`src/rtl/rs_pkg.sv`:
```
package rs_pkg;
  // Number of issue ports feeding the buffer in one cycle.
  localparam int ISS_PORTS = 2;
endpackage

```
`src/rtl/rs_wake.sv`:
```
// One operand slot: captures a broadcast result whose tag matches a
// waiting operand. Used both on the issue path and on stored entries.
module rs_wake #(
  parameter int TAG_W  = 4,
  parameter int DATA_W = 16
) (
  input  logic              have_i,
  input  logic [DATA_W-1:0] val_i,
  input  logic              bus_vld,
  input  logic [TAG_W-1:0]  bus_tag,
  input  logic [DATA_W-1:0] bus_data,
  output logic              have_o,
  output logic [DATA_W-1:0] val_o
);
  logic hit;
  assign hit    = !have_i && bus_vld && (val_i[TAG_W-1:0] == bus_tag);
  assign have_o = have_i | hit;
  assign val_o  = hit ? bus_data : val_i;
endmodule

```
`src/rtl/rs_alloc.sv`:
```
// Finds the two lowest-numbered free slots.
module rs_alloc #(
  parameter int DEPTH = 4,
  localparam int IDX_W = $clog2(DEPTH)
) (
  input  logic [DEPTH-1:0] busy,
  output logic             f0_vld,
  output logic [IDX_W-1:0] f0_idx,
  output logic             f1_vld,
  output logic [IDX_W-1:0] f1_idx
);
  always_comb begin
    f0_vld = 1'b0;
    f1_vld = 1'b0;
    f0_idx = '0;
    f1_idx = '0;
    for (int i = 0; i < DEPTH; i++) begin
      if (!busy[i]) begin
        if (!f0_vld) begin
          f0_vld = 1'b1;
          f0_idx = IDX_W'(i);
        end else if (!f1_vld) begin
          f1_vld = 1'b1;
          f1_idx = IDX_W'(i);
        end
      end
    end
  end
endmodule

```
`src/rtl/rs_pick.sv`:
```
// Chooses the ready entry with the smallest age rank (oldest).
module rs_pick #(
  parameter int DEPTH = 4,
  localparam int IDX_W = $clog2(DEPTH)
) (
  input  logic [DEPTH-1:0]            ready,
  input  logic [DEPTH-1:0][IDX_W-1:0] rank,
  output logic                        found,
  output logic [IDX_W-1:0]            idx
);
  logic [IDX_W-1:0] best;
  always_comb begin
    found = 1'b0;
    idx   = '0;
    best  = '1;
    for (int i = 0; i < DEPTH; i++) begin
      if (ready[i] && (!found || rank[i] < best)) begin
        found = 1'b1;
        idx   = IDX_W'(i);
        best  = rank[i];
      end
    end
  end
endmodule

```
`src/rtl/rs_oldest_first.sv`:
```
module rs_oldest_first
  import rs_pkg::*;
#(
  parameter int DEPTH  = 4,
  parameter int OP_W   = 4,
  parameter int TAG_W  = 4,
  parameter int DATA_W = 16
) (
  input  logic                                 clk,
  input  logic                                 rst,
  input  logic [ISS_PORTS-1:0]                 iss_vld,
  input  logic [ISS_PORTS-1:0][OP_W-1:0]       iss_op,
  input  logic [ISS_PORTS-1:0][TAG_W-1:0]      iss_dst,
  input  logic [ISS_PORTS-1:0]                 iss_a_rdy,
  input  logic [ISS_PORTS-1:0][DATA_W-1:0]     iss_a,
  input  logic [ISS_PORTS-1:0]                 iss_b_rdy,
  input  logic [ISS_PORTS-1:0][DATA_W-1:0]     iss_b,
  output logic                                 iss_stall,
  input  logic                                 res_vld,
  input  logic [TAG_W-1:0]                     res_tag,
  input  logic [DATA_W-1:0]                    res_data,
  output logic                                 disp_vld,
  output logic [OP_W-1:0]                      disp_op,
  output logic [TAG_W-1:0]                     disp_dst,
  output logic [DATA_W-1:0]                    disp_a,
  output logic [DATA_W-1:0]                    disp_b
);
  localparam int IDX_W = $clog2(DEPTH);
  localparam int OCC_W = $clog2(DEPTH + 1);

  // Entry storage
  logic [DEPTH-1:0]            vld_q;
  logic [OP_W-1:0]             op_q  [DEPTH];
  logic [TAG_W-1:0]            dst_q [DEPTH];
  logic [DEPTH-1:0]            ar_q, br_q;
  logic [DATA_W-1:0]           a_q   [DEPTH];
  logic [DATA_W-1:0]           b_q   [DEPTH];
  logic [DEPTH-1:0][IDX_W-1:0] rank_q;

  // Wakeup of stored operands
  logic [DEPTH-1:0]  ar_w, br_w;
  logic [DATA_W-1:0] a_w [DEPTH];
  logic [DATA_W-1:0] b_w [DEPTH];

  for (genvar i = 0; i < DEPTH; i++) begin : g_ent
    rs_wake #(.TAG_W(TAG_W), .DATA_W(DATA_W)) u_wa (
      .have_i(ar_q[i]), .val_i(a_q[i]), .bus_vld(res_vld), .bus_tag(res_tag),
      .bus_data(res_data), .have_o(ar_w[i]), .val_o(a_w[i]));
    rs_wake #(.TAG_W(TAG_W), .DATA_W(DATA_W)) u_wb (
      .have_i(br_q[i]), .val_i(b_q[i]), .bus_vld(res_vld), .bus_tag(res_tag),
      .bus_data(res_data), .have_o(br_w[i]), .val_o(b_w[i]));
  end

  // Forwarding of a same-cycle broadcast into the issuing instructions
  logic [ISS_PORTS-1:0]  ia_rdy, ib_rdy;
  logic [DATA_W-1:0]     ia_val [ISS_PORTS];
  logic [DATA_W-1:0]     ib_val [ISS_PORTS];

  for (genvar p = 0; p < ISS_PORTS; p++) begin : g_iss
    rs_wake #(.TAG_W(TAG_W), .DATA_W(DATA_W)) u_fa (
      .have_i(iss_a_rdy[p]), .val_i(iss_a[p]), .bus_vld(res_vld), .bus_tag(res_tag),
      .bus_data(res_data), .have_o(ia_rdy[p]), .val_o(ia_val[p]));
    rs_wake #(.TAG_W(TAG_W), .DATA_W(DATA_W)) u_fb (
      .have_i(iss_b_rdy[p]), .val_i(iss_b[p]), .bus_vld(res_vld), .bus_tag(res_tag),
      .bus_data(res_data), .have_o(ib_rdy[p]), .val_o(ib_val[p]));
  end

  // Occupancy and issue admission
  logic [OCC_W-1:0] occ;
  always_comb begin
    occ = '0;
    for (int i = 0; i < DEPTH; i++) occ = occ + OCC_W'(vld_q[i]);
  end

  logic [OCC_W-1:0]     n_offer;
  logic [ISS_PORTS-1:0] acc;
  assign n_offer   = OCC_W'(iss_vld[0]) + OCC_W'(iss_vld[1]);
  assign iss_stall = n_offer > (OCC_W'(DEPTH) - occ);
  assign acc       = iss_stall ? '0 : iss_vld;

  // Oldest-ready selection
  logic [DEPTH-1:0] ready;
  logic             sel_vld;
  logic [IDX_W-1:0] sel_idx;
  assign ready = vld_q & ar_q & br_q;

  rs_pick #(.DEPTH(DEPTH)) u_pick (
    .ready(ready), .rank(rank_q), .found(sel_vld), .idx(sel_idx));

  // Slot allocation
  logic             f0_vld, f1_vld;
  logic [IDX_W-1:0] f0_idx, f1_idx;
  rs_alloc #(.DEPTH(DEPTH)) u_alloc (
    .busy(vld_q), .f0_vld(f0_vld), .f0_idx(f0_idx), .f1_vld(f1_vld), .f1_idx(f1_idx));

  logic [IDX_W-1:0] slot [ISS_PORTS];
  logic [IDX_W-1:0] new_rank [ISS_PORTS];
  logic [OCC_W-1:0] base;
  assign base        = occ - OCC_W'(sel_vld);
  assign slot[0]     = f0_idx;
  assign slot[1]     = acc[0] ? f1_idx : f0_idx;
  assign new_rank[0] = IDX_W'(base);
  assign new_rank[1] = IDX_W'(base + OCC_W'(acc[0]));

  always_ff @(posedge clk) begin
    if (rst) begin
      vld_q    <= '0;
      disp_vld <= 1'b0;
    end else begin
      for (int i = 0; i < DEPTH; i++) begin
        ar_q[i] <= ar_w[i];
        a_q[i]  <= a_w[i];
        br_q[i] <= br_w[i];
        b_q[i]  <= b_w[i];
        if (sel_vld && vld_q[i] && rank_q[i] > rank_q[sel_idx])
          rank_q[i] <= rank_q[i] - 1'b1;
      end
      disp_vld <= sel_vld;
      if (sel_vld) begin
        vld_q[sel_idx] <= 1'b0;
        disp_op        <= op_q[sel_idx];
        disp_dst       <= dst_q[sel_idx];
        disp_a         <= a_q[sel_idx];
        disp_b         <= b_q[sel_idx];
      end
      for (int p = 0; p < ISS_PORTS; p++) begin
        if (acc[p]) begin
          vld_q[slot[p]]  <= 1'b1;
          op_q[slot[p]]   <= iss_op[p];
          dst_q[slot[p]]  <= iss_dst[p];
          ar_q[slot[p]]   <= ia_rdy[p];
          a_q[slot[p]]    <= ia_val[p];
          br_q[slot[p]]   <= ib_rdy[p];
          b_q[slot[p]]    <= ib_val[p];
          rank_q[slot[p]] <= new_rank[p];
        end
      end
    end
  end

  logic unused_ok;
  assign unused_ok = f0_vld ^ f1_vld;
endmodule

```
`config.mk`:
```
export PLATFORM = sky130hd
export DESIGN_NAME = rs_oldest_first
export DESIGN_NICKNAME = d
export VERILOG_FILES = /design/src/rtl/rs_pkg.sv /design/src/rtl/rs_wake.sv /design/src/rtl/rs_alloc.sv /design/src/rtl/rs_pick.sv /design/src/rtl/rs_oldest_first.sv
export SDC_FILE = /design/constraint.sdc
export NUM_CORES = 1
export LEC_CHECK = 0
export ABC_AREA = 1
export CORE_ASPECT_RATIO = 1.75
export CORE_MARGIN = 2
export CORE_UTILIZATION = 55
export CTS_BUF_LIST = sky130_fd_sc_hd__clkbuf_16
export DETAILED_ROUTE_END_ITERATION = 8
export GPL_TIMING_DRIVEN = 0
export PLACE_DENSITY = 0.85
export SLEW_MARGIN = 20
export SYNTH_ARGS = -nofsm -noshare
export SYNTH_HDL_FRONTEND = slang
export SYNTH_SLANG_ARGS = --single-unit
```
`constraint.sdc`:
```
create_clock -name clk -period 13.3 [get_ports clk]
set_clock_uncertainty 0.05 [all_clocks]
set_input_delay 1.33 -clock clk [delete_from_list [all_inputs] [get_ports clk]]
set_output_delay 1.33 -clock clk [all_outputs]
set_load 0.02 [all_outputs]
```
[After elaboration in Yosys (flattened, before gate mapping)]
Memories as Yosys holds them, arrays and structs flattened. A register that Yosys moved wholly into a read port is not among the register bits.
Cells that the tools add are included.
Cells by class
  $add $sub $neg: 11
  order comparisons: 14
  equality and inequality tests: 12
  mux-type cells: 91
  bitwise operators: 19
  reduce and logical (&&, ||, !) cells: 57
Operator list (number)
  $mux 16: 12
  $mux 2: 30
  $eq 4x4->1: 12
  $mux 4: 11
  $logic_and 1x1->1: 38
  $mux 8: 3
  $mux 1: 23
  $bwmux 4: 4
  $bwmux 8: 2
  $logic_not 1->1: 15
  $and 4x4->4: 3
  $or 1x1->1: 12
  $lt 2x3->1 const B: 3
  $demux 2 s2: 2
  $gt 2x2->1: 4
  $or 4x4->4: 2
  $sub 2x1->2 const B: 4
  $demux 1 s2: 3
  $ge 2x1->1 const B: 3
  $lt 2x2->1: 3
  $add 1x1->2: 2
  $bmux 2 s2: 1
  $not 4->4: 1
  $add 2x1->3: 1
  8 further kinds: 10
Word-level totals
  bits in registers: 21
  bits in writable memories: 160
  bits of input ports: 109
  output and inout bits: 42
  logic and storage cells: 216
  memories: 4
Memories
  a_q: words 4, width 16, read ports 5, clocked after Yosys merged registers in 1, write ports 6, line rs_oldest_first.sv:36  | logic [DATA_W-1:0] a_q [DEPTH];
  b_q: words 4, width 16, read ports 5, clocked after Yosys merged registers in 1, write ports 6, line rs_oldest_first.sv:37  | logic [DATA_W-1:0] b_q [DEPTH];
  dst_q: words 4, width 4, read ports 1, clocked after Yosys merged registers in 1, write ports 2, line rs_oldest_first.sv:34  | logic [TAG_W-1:0] dst_q [DEPTH];
  op_q: words 4, width 4, read ports 1, clocked after Yosys merged registers in 1, write ports 2, line rs_oldest_first.sv:33  | logic [OP_W-1:0] op_q [DEPTH];

[Logic depth before layout (Yosys ltp)]
  word-level depth: 28
  depth in mapped cells: 36
  depth with buffers taken out: 35

[Cells and area by module]
Synthesis repeated with hierarchy kept, for this count alone.
Unflattened totals
  cell total of the unflattened synthesis: 2445
  area total of the unflattened synthesis: 17365.4 sq um
Modules (own cells, without submodules)
  rs_oldest_first: times used 1, cells each 1494, area an instance 12493.2 sq um, sequential area each 6586.3 sq um
  rs_wake: times used 12, cells each 73, area an instance 374.1 sq um, sequential area each 0.0 sq um
  rs_pick: times used 1, cells each 45, area an instance 220.2 sq um, sequential area each 0.0 sq um
  rs_alloc: times used 1, cells each 30, area an instance 162.7 sq um, sequential area each 0.0 sq um

[Worst setup path before layout]
No wires, ideal clock.
  path kind: flip-flop to flip-flop
  start point: register vld_q[0]
  end point: memory b_q[1][0] (enable)
  setup time: 0.411 ns
  arrival time: 4.462 ns
  required time: 12.839 ns
  slack: 8.377 ns
  cell stages (with the launch flop): 22
  buffers on the path: 0
  period minus slack after synthesis: 4.923 ns
  cell sequence: dfxtp_1 > fa_1 > ha_1 > ha_1 > inv_1 > ha_1 > inv_1 > ha_1 > inv_1 > nor2_1 > o21ai_1 > a21oi_1 > inv_1 > nand2_1 > inv_1 > o21ai_1 > inv_1 > nor3_2 > nand2_1 > nand2_1 > inv_1 > o21ai_0
RTL lines
  start: declaration: line rs_oldest_first.sv:32  | logic [DEPTH-1:0] vld_q;
  start signal: assignment: line rs_oldest_first.sv:107  | vld_q <= '0;
  start signal: indexed assignment: line rs_oldest_first.sv:120  | vld_q[sel_idx] <= 1'b0;
  start signal: indexed assignment: line rs_oldest_first.sv:128  | vld_q[slot[p]] <= 1'b1;
  end: declaration: line rs_oldest_first.sv:37

==> impl_metrics.toml <==
[clock_network]
cts_setup_buffers = 0
clk_pin_slew_ns = 0.07
cts_inserted_buffers = 22
cts_hold_buffers = 0
clock_latency_ns = 0.54
ctsResizeCount = 0
clkSinkCount = 221
ctsHtreeMaxLevel = 1
cts_buffer_depth = 3
root_buffer = "clkbuf_16"
cts_tree = "done"

[setup_path]
worstReg2RegEnd = "a_q[1][7]"
crit_family = "simple AND/OR/NAND/NOR gates"
crit_start = "vld_q[0]"
endpoint = "a_q[1][7]"
path_depth = 21
crit_path_top_delay_cell = "nand2_1"
path_class = "flop to flop"
cp-start-kind = "flop"
worst_ep_required_time_ns = 13.27
ff2ff_setup_slack_ns = 7.10
cpMostUsedCell = "inv_1"
path_cells = "fa_1, ha_1, ha_1, inv_1, ha_1, inv_1, ha_1, inv_1, nor2_1, o21ai_1, a21oi_1, inv_1, nand2_1, inv_1, nand2_1, inv_1, nand2_1, clkbuf_1, nand2_1, inv_1, nand2_1"
cp_max_fo = 16
slowest_delay_ns = 0.70
rr_startpoint = "vld_q[0]"
crit_buf_inv = 8
r2r_cells = 21
worst_setup_path_end_kind = "flop"
worstPathArrival_ns = 6.17

[pwr]
ir_drop_mv = 0.139
p_per_area_nw_per_um2 = 230
netSwitchingFraction = 0.446
seq_power_share = 0.350
switching_power_mw = 1.59
leakage_nw = 6.53
power.internal_mw = 1.98
p_comb_frac = 0.475
power_frac_clock = 0.175

[placed_design]
placedCellCount = 1948
gp_congestion = 1.02
port_buffers = 130
dp_hpwl_um = 36300

[floorplanning]
num_rows = 74
io_pins = 151
die_w_um = 120
dieArea_um2 = 24900
die_h_um = 207
core_um2 = 23200
initial_core_util = 0.559

[detailed_routing]
wire_per_inst_um = 25.7
wl_met2_um = 24400
vias = 13000
dr.max_layer_used = "met4"
viasPerCell = 6.53
wl_met3_um = 5630
ant_nets = 0
drtIter0Drc = 1718
wl_um = 51100
drc = 0
drtPass1Iterations = 7
wl_met1_um = 15400

[yosys]
synth_cell_type_count = 50
synth_area_per_cell_um2 = 8.61
ys_ff_latch = 221
synthFlopType = "edfxtp_1"
yosys.area.top_type_share = 0.499
yosysWarnings = 0
ys_async_sr_fraction = 0
syn_nets = 1637
synth_area_leaders = "edfxtp_1 (50%), nand2_1 (13%), o21ai_0 (12%)"
synthCells = 1510
synth-edff-count = 216
synth_top_area_cell = "edfxtp_1"
seq_area_frac_synth = 0.507
syn-cell-area_um2 = 13000

[timing]
setup_viol = 0
slew_viol_final = 0
tightest_slew_ns = 1.12
fmax_mhz = 161
min_period_ns = 6.20
hold_violations = 0
rsz0062_at_grt = "no"
fin_setup_tns_ns = 0
final.period_utilization = 0.466
relSlewSlack = 0.254

[finish]
area_growth_pct = 19.3
final_common_cell = "nand2_1"
stdcell_count = 1989
layout_common_cells = "nand2_1 (455), o21ai_0 (300), edfxtp_1 (216)"
nets = 1795
drive_gt1_frac = 0.0517

[global_route]
grt_pass1_vias = 13100
grt_pass1_wl_um = 75100
track_usage = 0.409
grt-ovfl-total = 0
grt_start_max_net_pins = 26
antenna_found_initial = 1

[run_status]
status = "finished clean"

[hold_path]
hold_path_class = "flop to flop"

[run]
maxCapViolCount = 0
-- synthesized netlist by cell type (2+ instances only) --
master,n
nand3_2,2
o21ai_0,303
nand2_2,3
ha_1,17
clkbuf_1,77
a211oi_1,10
o21ai_1,28
clkinv_1,2
nand3_1,31
nand4_1,37
o2111ai_1,2
a21oi_1,26
nor2_1,28
nand2_1,455
o211ai_1,6
a221o_1,2
mux2i_1,62
a2111oi_0,3
nor3_1,5
o31ai_1,2
buf_1,4
a221oi_1,8
o21ai_2,3
a22oi_1,2
o22ai_1,17
inv_1,93
xor2_1,3
nor2_2,2
dfxtp_1,5
or2_2,6
inv_2,4
a31oi_1,2
buf_2,17
xnor2_1,9
edfxtp_1,216
buf_6,2
nor2_4,3
-- tightest hold or removal path, cell delays in order, from the launching register on --
cell	delay, ns
edfxtp_1	0.32
nand2_1	0.05
nand4_1	0.06
-- how the worst min path moves through the flow --
stage	from	to	slack (ns)	depth (start not counted)
final	a_q[0][5]	disp_a[5]	0.48	2
after global routing	b_q[0][10]	disp_b[10]	0.51	2
after CTS	a_q[0][5]	disp_a[5]	0.49	2
after detailed placement	b_q[0][10]	disp_b[10]	0.47	2
after global placement	op_q[0][0]	disp_op[0]	0.46	2
after floorplan	a_q[0][10]	disp_a[10]	0.45	2
-- kinds of logic after synthesis --
| family | share of synthesized area |
|---|---|
| fa+ha+maj | 0.0179 |
| xor+xnor | 0.00809 |
| buf+inv | 0.0607 |
| flops | 0.507 |
| compound gates | 0.175 |
| simple gates | 0.184 |
| mux | 0.0477 |
-- metrics by stage --
stage	total power, mW	util	hold slack, ns	instance area [um2]	worst slack (ns)
detailed placement	2.88	0.637	0.470	14800	7.21
floorplan	2.20	-	0.451	13000	8.38
global placement	2.80	0.632	0.461	14700	6.57
finish	3.57	0.667	0.478	15500	7.10
global route	3.72	0.667	0.509	15500	6.89
CTS	3.49	0.667	0.488	15500	7.26
-- sequential cells by signal (all words and copies together), names as in the netlist, 8 cells and up --
name	flops
disp_a	16
disp_b	16
op_q	16
rank_q	8
dst_q	16
a_q	64
b_q	64
-- cell type report --
cell class                 count  area [um2]
tap                          304         380
antenna                        1        2.50
inverter                     100         378
fill                        1890        7730
clock inverter                18         149
multi-input combinational   1089        5660
timing repair buffer         134        1390
clock buffer                  22         551
sequential                   221        6590
buffer                       100         413
-- per-layer routing --
layer / vias up / GRT usage
met5: - / 0
met3: 376 / 0.0975
li1: 5618 / -
met1: 5871 / 0.418
met4: 0 / 0.389
met2: 1124 / 0.670
-- power groups by stage --
stage,Combinational [mW],Sequential (mW),Clock (mW)
final,1.70,1.25,0.623
after global routing,1.81,1.27,0.642
after CTS,1.63,1.24,0.617
after detailed placement,1.62,1.26,0
after global placement,1.54,1.26,0
after floorplan,0.931,1.27,0
(Power assumes the default switching activity.)
